==> src/rtl/cwt_pkg.sv <==
// Package: shared encodings for the waiting-time counter.
// Assumes: mode codes are written by software as 2-bit values.
package cwt_pkg;
    typedef enum logic [1:0] {
        MODE_OFF          = 2'd0,
        MODE_FREE         = 2'd1,
        MODE_ON_START     = 2'd2,
        MODE_STOP_ON_CHAR = 2'd3
    } wt_mode_e;

    typedef enum logic [1:0] {
        ST_IDLE  = 2'd0,
        ST_ARMED = 2'd1,
        ST_RUN   = 2'd2
    } wt_state_e;
endpackage

==> src/rtl/cwt_config_regs.sv <==
// Module: holds the software-written reload value, mode and counting unit.
// Assumes: write strobes are single-cycle. A value written here is seen by
// the counter one cycle later, so it never affects a load in the same cycle.
module cwt_config_regs
    import cwt_pkg::*;
#(
    parameter int CNT_W = 24
) (
    input  logic             clk,
    input  logic             rst_n,
    input  logic             reload_wr,
    input  logic [CNT_W-1:0] reload_val,
    input  logic             mode_wr,
    input  logic [1:0]       mode_val,
    input  logic             unit_val,
    output logic [CNT_W-1:0] shadow_q,
    output wt_mode_e         mode_q,
    output logic             unit_q
);
    // Captures the reload value; a running count is untouched.
    always_ff @(posedge clk) begin
        if (!rst_n) begin
            shadow_q <= '0;
        end else if (reload_wr) begin
            shadow_q <= reload_val;
        end
    end

    // Captures mode and counting unit together.
    always_ff @(posedge clk) begin
        if (!rst_n) begin
            mode_q <= MODE_OFF;
            unit_q <= 1'b0;
        end else if (mode_wr) begin
            mode_q <= wt_mode_e'(mode_val);
            unit_q <= unit_val;
        end
    end

    assert_shadow_hold_R6: assert property (@(posedge clk) disable iff (!rst_n)
        !reload_wr |=> $stable(shadow_q));
endmodule

==> src/rtl/cwt_main_counter.sv <==
// Module: waiting-time down-counter with mode-driven load, stop and arm.
// Assumes: tick is already the selected unit and is a one-cycle pulse.
// A mode write has priority over a character strobe, and a load has
// priority over a tick in the same cycle.
module cwt_main_counter
    import cwt_pkg::*;
#(
    parameter int CNT_W = 24
) (
    input  logic             clk,
    input  logic             rst_n,
    input  logic             tick,
    input  logic             char_start,
    input  logic             mode_wr,
    input  logic [1:0]       mode_val,
    input  wt_mode_e         mode_q,
    input  logic [CNT_W-1:0] shadow_q,
    input  logic             timeout_clr,
    output logic             timeout_q
);
    localparam logic [CNT_W-1:0] ONE = CNT_W'(1);

    wt_state_e        st_q, st_d;
    logic [CNT_W-1:0] cnt_q, cnt_d;
    logic             expire;
    wt_mode_e         new_mode;

    assign new_mode = wt_mode_e'(mode_val);

    // Next-state logic: mode writes, strobes, then ticks.
    always_comb begin
        st_d   = st_q;
        cnt_d  = cnt_q;
        expire = 1'b0;
        if (mode_wr) begin
            case (new_mode)
                MODE_OFF:      st_d = ST_IDLE;
                MODE_ON_START: st_d = ST_ARMED;
                default: begin
                    cnt_d = shadow_q;
                    st_d  = ST_RUN;
                end
            endcase
        end else if (char_start && mode_q == MODE_ON_START && st_q != ST_IDLE) begin
            cnt_d = shadow_q;
            st_d  = ST_RUN;
        end else if (char_start && mode_q == MODE_STOP_ON_CHAR && st_q == ST_RUN) begin
            st_d = ST_IDLE;
        end else if (st_q == ST_RUN && tick) begin
            if (cnt_q <= ONE) begin
                cnt_d  = '0;
                expire = 1'b1;
                st_d   = (mode_q == MODE_ON_START) ? ST_ARMED : ST_IDLE;
            end else begin
                cnt_d = cnt_q - ONE;
            end
        end
    end

    // State and count registers.
    always_ff @(posedge clk) begin
        if (!rst_n) begin
            st_q  <= ST_IDLE;
            cnt_q <= '0;
        end else begin
            st_q  <= st_d;
            cnt_q <= cnt_d;
        end
    end

    // Sticky timeout flag; a new expiry beats a clear.
    always_ff @(posedge clk) begin
        if (!rst_n) begin
            timeout_q <= 1'b0;
        end else if (expire) begin
            timeout_q <= 1'b1;
        end else if (timeout_clr) begin
            timeout_q <= 1'b0;
        end
    end

    assert_idle_frozen_R9: assert property (@(posedge clk) disable iff (!rst_n)
        (st_q == ST_IDLE && !mode_wr) |=> $stable(cnt_q));
    assert_no_early_timeout_R2: assert property (@(posedge clk) disable iff (!rst_n)
        (!timeout_q && cnt_q > ONE) |=> !timeout_q);
    assert_timeout_sticky_R10: assert property (@(posedge clk) disable iff (!rst_n)
        (timeout_q && !timeout_clr) |=> timeout_q);
    assert_stop_on_char_R5: assert property (@(posedge clk) disable iff (!rst_n)
        (st_q == ST_RUN && mode_q == MODE_STOP_ON_CHAR && char_start && !mode_wr)
        |=> (st_q == ST_IDLE && !$rose(timeout_q)));
    assert_armed_waits_R4: assert property (@(posedge clk) disable iff (!rst_n)
        (st_q == ST_ARMED && !char_start && !mode_wr) |=> st_q == ST_ARMED);
endmodule

==> src/rtl/cwt_guard_counter.sv <==
// Module: block guard counter, loaded on each received character end.
// Assumes: the length is chosen by the protocol select in the char_stop
// cycle and counted down in ETU ticks; a load has priority over a tick.
module cwt_guard_counter #(
    parameter int GUARD_T0 = 16,
    parameter int GUARD_T1 = 22,
    parameter int G_W      = 5
) (
    input  logic clk,
    input  logic rst_n,
    input  logic etu_tick,
    input  logic char_stop,
    input  logic proto_t1,
    output logic busy
);
    localparam logic [G_W-1:0] LEN_T0 = G_W'(GUARD_T0);
    localparam logic [G_W-1:0] LEN_T1 = G_W'(GUARD_T1);

    logic [G_W-1:0] gcnt_q;

    // Loads the protocol length, then counts down to zero.
    always_ff @(posedge clk) begin
        if (!rst_n) begin
            gcnt_q <= '0;
        end else if (char_stop) begin
            gcnt_q <= proto_t1 ? LEN_T1 : LEN_T0;
        end else if (etu_tick && gcnt_q != '0) begin
            gcnt_q <= gcnt_q - G_W'(1);
        end
    end

    assign busy = (gcnt_q != '0);

    assert_guard_t0_len_R7: assert property (@(posedge clk) disable iff (!rst_n)
        (char_stop && !proto_t1) |=> gcnt_q == LEN_T0);
    assert_guard_t1_len_R8: assert property (@(posedge clk) disable iff (!rst_n)
        (char_stop && proto_t1) |=> gcnt_q == LEN_T1);
    assert_guard_no_wrap_R7: assert property (@(posedge clk) disable iff (!rst_n)
        (gcnt_q == '0 && !char_stop) |=> gcnt_q == '0);
endmodule

==> src/rtl/card_wait_timer.sv <==
// Module: top of the smart card waiting-time counter.
// Assumes: all strobes are synchronous single-cycle pulses from the UART
// side. Ties the configuration registers, tick selection, main waiting
// counter and block guard counter together.
module card_wait_timer
    import cwt_pkg::*;
#(
    parameter int CNT_W    = 24,
    parameter int GUARD_T0 = 16,
    parameter int GUARD_T1 = 22
) (
    input  logic             clk,
    input  logic             rst_n,
    input  logic             etu_tick,
    input  logic             cclk_tick,
    input  logic             char_start,
    input  logic             char_stop,
    input  logic             proto_t1,
    input  logic             reload_wr,
    input  logic [CNT_W-1:0] reload_val,
    input  logic             mode_wr,
    input  logic [1:0]       mode_val,
    input  logic             unit_val,
    input  logic             timeout_clr,
    output logic             wt_timeout,
    output logic             tx_hold
);
    localparam int GUARD_MAX = (GUARD_T1 > GUARD_T0) ? GUARD_T1 : GUARD_T0;
    localparam int G_W       = $clog2(GUARD_MAX + 1);

    logic [CNT_W-1:0] shadow_q;
    wt_mode_e         mode_q;
    logic             unit_q;
    logic             count_tick;

    cwt_config_regs #(.CNT_W(CNT_W)) u_cfg (
        .clk        (clk),
        .rst_n      (rst_n),
        .reload_wr  (reload_wr),
        .reload_val (reload_val),
        .mode_wr    (mode_wr),
        .mode_val   (mode_val),
        .unit_val   (unit_val),
        .shadow_q   (shadow_q),
        .mode_q     (mode_q),
        .unit_q     (unit_q)
    );

    // Selects the counting unit for the main counter.
    always_comb begin
        count_tick = unit_q ? cclk_tick : etu_tick;
    end

    cwt_main_counter #(.CNT_W(CNT_W)) u_main (
        .clk         (clk),
        .rst_n       (rst_n),
        .tick        (count_tick),
        .char_start  (char_start),
        .mode_wr     (mode_wr),
        .mode_val    (mode_val),
        .mode_q      (mode_q),
        .shadow_q    (shadow_q),
        .timeout_clr (timeout_clr),
        .timeout_q   (wt_timeout)
    );

    cwt_guard_counter #(
        .GUARD_T0 (GUARD_T0),
        .GUARD_T1 (GUARD_T1),
        .G_W      (G_W)
    ) u_guard (
        .clk       (clk),
        .rst_n     (rst_n),
        .etu_tick  (etu_tick),
        .char_stop (char_stop),
        .proto_t1  (proto_t1),
        .busy      (tx_hold)
    );

    assert_unit_ignore_R3: assert property (@(posedge clk) disable iff (!rst_n)
        (!wt_timeout && !count_tick) |=> !wt_timeout);
endmodule

==> config.mk <==
export PLATFORM = sky130hd
export DESIGN_NAME = card_wait_timer
export DESIGN_NICKNAME = d
export VERILOG_FILES = /design/src/rtl/cwt_pkg.sv /design/src/rtl/cwt_config_regs.sv /design/src/rtl/cwt_main_counter.sv /design/src/rtl/cwt_guard_counter.sv /design/src/rtl/card_wait_timer.sv
export SDC_FILE = /design/constraint.sdc
export NUM_CORES = 1
export LEC_CHECK = 0
export ABC_AREA = 0
export BUFFER_PORTS_ARGS = -buffer_cell sky130_fd_sc_hd__buf_2
export CAP_MARGIN = 20
export CORE_UTILIZATION = 52
export CTS_CLUSTER_DIAMETER = 150
export CTS_CLUSTER_SIZE = 28
export DETAILED_ROUTE_END_ITERATION = 12
export PLACE_DENSITY = 0.74
export SETUP_SLACK_MARGIN = 0.3
export SLEW_MARGIN = 20
export SYNTH_ARGS = -nofsm -noshare
export SYNTH_HDL_FRONTEND = slang
export SYNTH_SLANG_ARGS = --single-unit
==> constraint.sdc <==
create_clock -name clk -period 2.3 [get_ports clk]
set_input_delay 0.345 -clock clk [delete_from_list [all_inputs] [get_ports clk]]
set_output_delay 0.345 -clock clk [all_outputs]
set_load 0.005 [all_outputs]
* After elaboration in Yosys (flattened, before gate mapping)
Cells that the tools add are included.
Operators by class: add/sub/neg operators 2, order comparisons 1, equal/unequal tests 6, multiplexer cells 24, reductions and logical operators 17
Operator list (number):
- 24-bit two-way mux | 6
- 24-bit by 1-bit <= comparator with 1-bit output, second input constant | 1
- 24-bit by 1-bit subtractor with 24-bit output, second input constant | 1
- 2-bit two-way mux | 5
- 5-bit two-way mux | 2
- 1-bit two-way mux | 9
- 2-bit equality test, second input constant | 4
- 4-bit nonzero test | 2
- 1-bit logical AND | 6
- 2-bit nonzero test | 3
- 5-bit nonzero test | 1
- 5-bit by 1-bit subtractor with 5-bit output, second input constant | 1
- 2-bit one-hot mux with 2 select lines | 1
- 3-bit two-way mux | 1
- 3-bit by 2-bit != test with 1-bit output, second input constant | 1
- 3-bit AND reduction | 1
- 3-bit nonzero test | 1
- 2-bit logical NOT | 1
- 2-bit != test, second input constant | 1
- 2-bit AND reduction | 1
- 2-bit OR reduction | 1
Word-level totals: register bits 59, bits of input ports 37, output and inout port bits 2, logic and storage cells 57

* Depth between registers and ports, before layout
Gate-level depths: netlist of run 1.
word-level depth 7, depth in mapped cells 8, depth with buffers taken out 7

* Cells and area by module
Synthesis of run 1 repeated with hierarchy kept, for this count alone.
Second synthesis, totals: cell total of the unflattened synthesis 376, area, all modules 3216.8 um^2
Modules (own cells, without submodules):
- cwt_main_counter | times used 1, cells an instance 255, area an instance 1904.3 um^2, seq. area each 540.5 um^2
- cwt_config_regs | times used 1, cells an instance 86, area an instance 1038.5 um^2, seq. area each 540.5 um^2
- cwt_guard_counter | times used 1, cells an instance 34, area an instance 259.0 um^2, seq. area each 100.1 um^2
- card_wait_timer | times used 1, cells an instance 1, area an instance 15.0 um^2, seq. area each 0.0 um^2

* Least setup slack after synthesis of run 1
No wires, ideal clock.
path kind register to register, from register u_main.cnt_q[16], to register u_main.cnt_q[11], setup time 0.117 ns, data arrival time 2.083 ns, data required time 2.183 ns, path slack 0.100 ns, stages on the path, launching flop included 8, buffers on the path 2, clock period less this slack 2.200 ns, cell sequence dfxtp_1 or3_4 or4_4 buf_6 o31ai_4 buf_6 o21ai_0 a32o_1
Between the ends: word-level cells in the longest chain between the ends 6
RTL lines:
- start, declared | RTL line cwt_main_counter.sv:24 | logic [CNT_W-1:0] cnt_q, cnt_d;
- start signal, assigned | RTL line cwt_main_counter.sv:67 | cnt_q <= cnt_d;
- 24-bit by 1-bit <= comparator with 1-bit output | RTL line cwt_main_counter.sv:50 | if (cnt_q <= ONE) begin
- 24-bit two-way mux | RTL line cwt_main_counter.sv:50
- 24-bit two-way mux | RTL line cwt_main_counter.sv:49 | end else if (st_q == ST_RUN && tick) begin
- 24-bit two-way mux | RTL line cwt_main_counter.sv:47 | end else if (char_start && mode_q == MODE_STOP_ON_CHAR && st_q == ST_RUN) begin
- 24-bit two-way mux | RTL line cwt_main_counter.sv:44 | end else if (char_start && mode_q == MODE_ON_START && st_q != ST_IDLE) begin
- 24-bit two-way mux | RTL line cwt_main_counter.sv:35 | if (mode_wr) begin
No other way between the ends. The select of a mux whose other input is x is not followed. A chain may end at the register's enable or synchronous reset.

* Final worst setup path of run 1
from register u_main.cnt_q[19], to register u_main.cnt_q[9]
The elaborated chain is that of the path after synthesis.

==> flow_summary.yaml, run 1 <==
placement:
  gp_congestion: 0.886
  placed_cells: 453
  dp_hpwl_mm: 4.65
  io_buffers: 38
  postPlaceCellArea_sq_um: 3300
sta:
  hold_viol: 0
  period_share_pct: 92.7
  finalSetupViolCount: 0
  hold_slack_ps: 242
  max_freq_ghz: 0.469
  slew_headroom_pct: 43.4
  rsz0062_at_grt: "true"
  clock_skew_ps: 5.82
  drv_slew: 0
  fin_crit_ps: 2130
  tightest_slew_ps: 849
  final.setup.tns_ps: 0
clocking:
  clockBufferDepth: 2
  cts_tree: "done"
  root_buffer: "clkbuf_8"
  cts-htree-levels: 3
  clock_latency_ps: 330
  clkSinkCount: 59
  clk_pin_slew_ps: 60
  cts-buffers-inserted: 9
die:
  initial_core_util_pct: 54.1
  coreArea_sq_um: 5540
  core.rowCount: 27
  die_area_sq_um: 6080
  die-width_microns: 77.9
  die_y_microns: 77.9
  ios: 39
global_route:
  overflow: 0
  grt_pass1_wl_mm: 11.7
  grt_max_degree: 32
  grt_pass1_vias: 2493
  antenna_found_initial: 0
  grt_usage_pct: 24.6
synth:
  synthArstFlopShare_pct: 0
  syn_area_sq_um: 3000
  synth_warnings: 0
  synth-edff-count: 0
  ys.flop_type: "dfxtp_1"
  synth_cell_types: 47
  synth-seq-area-share_pct: 39.4
  synth_fp_nets: 390
  synthCells: 349
  synth-seq-cells: 59
  synth.avg_cell_area_sq_um: 8.59
routing:
  first_pass_iters: 4
  routed_wl_mm: 6.82
  first_iter_violations: 166
  ant_nets: 0
  vias: 2719
  via_per_inst: 5.75
  post-route-drc-count: 0
  wire_per_inst_microns: 14.4
setup_path:
  cp_max_fo: 16
  cpPeakStageDelay_ps: 550
  crit_chain: "or3_4 > or4_4 > o31ai_4 > buf_6 > o21ai_1 > a32o_1"
  critical_path_arrival_ps: 2360
  cp.required_ps: 2520
  start_kind: "register"
  path_class: "reg -> reg"
  slowest_stage: "or4_4"
  path_buf_inv: 1
  crit_family: "simple AND/OR/NAND/NOR gates"
  critPathCaptureType: "register"
power:
  power_density_nw_per_um2: 905
  peakVddDrop_uv: 480
  power.total_uw: 3240
  power.leakage_uw: 0.00152
final_layout:
  fin_cells: 473
  final_cell_mix: "dfxtp_1, nor2_1, buf_2"
  layout_commonest_cell: "dfxtp_1"
  layout-drive-gt1-share_pct: 21.7
  finalInstanceArea_sq_um: 3580
  nets: 437
  syn2layout_area_growth_pct: 19.4
  n_antenna_cell: 0
flow_run:
  maxCapViolCount: 0
worst_hold_path:
  min_path_type: "in -> reg"
run_status:
  outcome: "finished, final reports clean"
## worst paths after layout
path                                    startpoint  depth (start not counted)  slack, ps                  to
worst max register to register    u_main.cnt_q[19]                          6        170     u_main.cnt_q[9]
worst min-delay path                 reload_val[6]                          3        240   u_cfg.shadow_q[6]
worst min register to register  u_cfg.shadow_q[23]                          2        490  u_cfg.shadow_q[23]
worst max-delay path              u_main.cnt_q[19]                          6        170     u_main.cnt_q[9]
## tightest hold or removal path: stages
cell and delay [ps]:
buf_2 70, mux2i_1 50, nor2_1 70
## power breakdown
part / switching (uW) / total [uW] / internal, uW
Sequential: 69.7 / 1170 / 1100
Combinational: 591 / 1100 / 509
Clock: 377 / 968 / 591
## state kept, by name, summed over array words and instances (netlist names)
register	flops
u_cfg.mode_q	2
u_cfg.shadow_q	24
u_cfg.unit_q	1
u_guard.gcnt_q	5
u_main.cnt_q	24
u_main.st_q	2
u_main.timeout_q	1
## stage by stage
stage | util, % | setup slack [ps]
final | 64.6 | 168
after global routing | 64.6 | 75.2
after CTS | 63.6 | 183
after detailed placement | 59.6 | 176
after global placement | 59.6 | 226
after floorplan | - | 210
## timing repair
| item | 4_1_cts | 5_1_grt |
|---|---|---|
| setup buffers | 0 | 4 |
| endpoints found under the setup margin | 24 | 26 |
| pin swaps | 0 | 5 |
| hold buffers | 0 | 0 |
| resized for setup | 3 | 6 |
## final cells by class
cell class                 count  area (sq um)
fill                         497          1960
multi-input combinational    259          1710
sequential                    59          1180
timing repair buffer          60           367
clock buffer                  15           176
tap                           72          90.1
clock inverter                 1          30.0
inverter                       7          26.3
## layer usage
| metal | share of wire (%) | up-vias | GRT usage (%) |
|---|---|---|---|
| met5 | 0 | - | 0 |
| met4 | 1.3 | 0 | 9.07 |
| met3 | 4.2 | 9 | 7.18 |
| met2 | 48 | 59 | 39.1 |
| met1 | 47 | 1266 | 31.5 |
| li1 | - | 1385 | - |
## cell families after synthesis
| logic type | after synthesis | share of synthesized area, % |
|---|---|---|
| muxes | 26 | 8.68 |
| DFF | 59 | 39.4 |
| xor gates and xnor gates | 4 | 1.17 |
| and+or+nand+nor | 129 | 20.8 |
| buffers and inverters | 31 | 4.80 |
| adders and majority gates | 4 | 1.67 |
| AOI/OAI and AO/OA | 96 | 23.5 |
## synthesized netlist by cell type (2+ instances only)
library cell / n / area (sq um)
dfxtp_1: 59 / 1180
nor2_1: 46 / 173
nand2_1: 34 / 128
mux2i_1: 26 / 260
a32o_1: 22 / 220
o21ai_1: 21 / 105
clkbuf_1: 18 / 67.6
o31ai_1: 15 / 113
a21oi_1: 10 / 50.1
nand2b_1: 9 / 56.3
o21ai_0: 9 / 45.0
nor4_1: 8 / 50.1
inv_1: 7 / 26.3
nor3_1: 7 / 35.0
o41ai_1: 6 / 52.6
or3_1: 5 / 31.3
ha_1: 4 / 50.1
or2_2: 4 / 25.0
buf_6: 3 / 33.8
nand4_1: 3 / 18.8
o21a_1: 3 / 22.5
xnor2_1: 3 / 26.3
a2bb2oi_1: 2 / 17.5
nand3_1: 2 / 10.0
Note: power is estimated with default switching activity, not from simulation.
==> run 2, diff against run 1 <==
- BUFFER_PORTS_ARGS: -buffer_cell sky130_fd_sc_hd__buf_2 -> -buffer_cell sky130_fd_sc_hd__buf_4
- CORE_ASPECT_RATIO: unset -> 2
==> flow_summary.yaml, run 2 (synthesis gave the netlist of run 1 again) <==
run_status:
  outcome: "finished, final reports clean"
clocking:
  clkSinkCount: 59
  clock_latency_ps: 340
  root_buffer: "clkbuf_8"
  clockBufferDepth: 2
  clk_pin_slew_ps: 60
  cts_tree: "done"
  cts-buffers-inserted: 9
  cts-htree-levels: 3
setup_path:
  path_class: "reg -> reg"
  cp_max_fo: 8
  slowest_stage: "or4_4"
  critPathCaptureType: "register"
  cp.required_ps: 2530
  critical_path_arrival_ps: 2420
  start_kind: "register"
  reg2reg_depth: 7
  worst_r2r_endpoint: "u_main.cnt_q[20]"
  cpPeakStageDelay_ps: 550
  r2r_start: "u_main.cnt_q[20]"
  crit_chain: "or3_4 > or4_4 > o31ai_4 > buf_6 > clkbuf_16 > o21ai_1 > a32o_1"
  rrSetupSlack_ps: 110
worst_hold_path:
  hold_path_depth: 3
  holdPathEnd: "u_cfg.shadow_q[4]"
  min_path_type: "in -> reg"
  hp-start: "reload_val[4]"
power:
  power.share.switching_pct: 33.3
  power_frac_seq_pct: 34.0
  peakVddDrop_uv: 762
  power_density_nw_per_um2: 915
  p_int_uw: 2310
  combPwrFrac_pct: 37.7
  p_sw_uw: 1150
  power.leakage_uw: 0.00160
  power.total_uw: 3460
  clkPwrFrac_pct: 28.3
global_route:
  grt_usage_pct: 26.1
  grt_pass1_vias: 2788
  grt_pass1_wl_mm: 12.2
  grt_max_degree: 32
  overflow: 0
  antenna_found_initial: 0
sta:
  clock_skew_ps: 5.45
  finalSetupViolCount: 0
  fin_crit_ps: 2190
  rsz0062_at_grt: "true"
  hold_viol: 0
  period_share_pct: 95.3
  tightest_slew_ps: 485
  slew_headroom_pct: 67.6
  drv_slew: 0
  max_freq_ghz: 0.456
  final.setup.tns_ps: 0
die:
  initial_core_util_pct: 54.9
  die_area_sq_um: 6090
  coreArea_sq_um: 5470
  die-width_microns: 55.7
  die_y_microns: 109
  core.rowCount: 38
  ios: 39
final_layout:
  nets: 439
  final_util_pct: 69.2
  layout-drive-gt1-share_pct: 24.1
  fin_cells: 463
  nFillCells: 456
  largestRegisters: "u_cfg.shadow_q x24, u_main.cnt_q x24, u_guard.gcnt_q x5"
  final_cell_mix: "dfxtp_1, buf_4, nor2_1"
  syn2layout_area_growth_pct: 26.1
  layout_commonest_cell: "dfxtp_1"
  n_antenna_cell: 0
routing:
  first_iter_violations: 134
  routed_wl_mm: 8.02
  first_pass_iters: 4
  via_per_inst: 6.32
  post-route-drc-count: 0
  vias: 2924
  wire_per_inst_microns: 17.3
  ant_nets: 0
placement:
  gp_congestion: 0.846
  dp_hpwl_mm: 5.26
  placed_cells: 439
  io_buffers: 38
flow_run:
  maxCapViolCount: 0
run 2: cell type report:
| class | count | area [sq um] | share of cell area (%) |
|---|---|---|---|
| Timing Repair Buffer | 62 | 533 | 14.1 |
| Multi-Input combinational cell | 259 | 1760 | 46.5 |
| Inverter | 7 | 26.3 | 0.695 |
| Clock buffer | 15 | 176 | 4.67 |
| Clock inverter | 1 | 30.0 | 0.794 |
| Sequential cell | 59 | 1180 | 31.3 |
| Tap cell | 60 | 75.1 | 1.99 |
run 2: per-layer routing:
layer | track usage (%) | part of all wire (%)
met4 | 20.2 | 5.2
met3 | 5.41 | 4.7
met1 | 24.7 | 35
met2 | 48.2 | 55
met5 | 0 | 0
run 2: worst max-delay path by stage:
stage | startpoint | endpoint
after floorplan | u_main.cnt_q[20] | u_main.cnt_q[4]
after global placement | u_main.cnt_q[20] | u_main.st_q[1]
after detailed placement | u_main.cnt_q[19] | u_main.cnt_q[23]
after CTS | u_main.cnt_q[19] | u_main.cnt_q[23]
after global routing | u_main.cnt_q[20] | u_main.cnt_q[20]
final | u_main.cnt_q[20] | u_main.cnt_q[20]
run 2: metrics by stage:
stage | setup WS, ps | hold slack, ps | instance area, sq um
final | 108 | 235 | 3780
after global placement | 193 | 474 | 3390
after floorplan | 210 | 460 | 3010
after CTS | 169 | 226 | 3620
after global routing | 59.5 | 230 | 3780
after detailed placement | 77.2 | 480 | 3390
run 2: repair_timing:
item,4_1_cts,5_1_grt
setup endpoints to repair,25,25
resized for setup,3,15
setup buffers,0,5
cloned,0,3
hold endpoints to repair,0,0
hold buffers,0,0
pin swaps,0,5
run 2: power by group through the flow:
stage	clock network, uW	logic (uW)	registers [uW]
2_1_floorplan	0	753	1170
4_1_cts	998	1100	1170
6_report	979	1300	1180
3_3_place_gp	0	1040	1190
3_5_place_dp	0	1070	1190
5_1_grt	1040	1400	1180
run 2: worst max-delay path: cells and delay by family, from the launching register on:
| family | cells | cell delay (ps) |
|---|---|---|
| AND/OR/NAND/NOR | 2 | 930 |
| AO/OA/AOI/OAI | 3 | 520 |
| flip-flops | 1 | 320 |
| buffers and inverters | 2 | 310 |
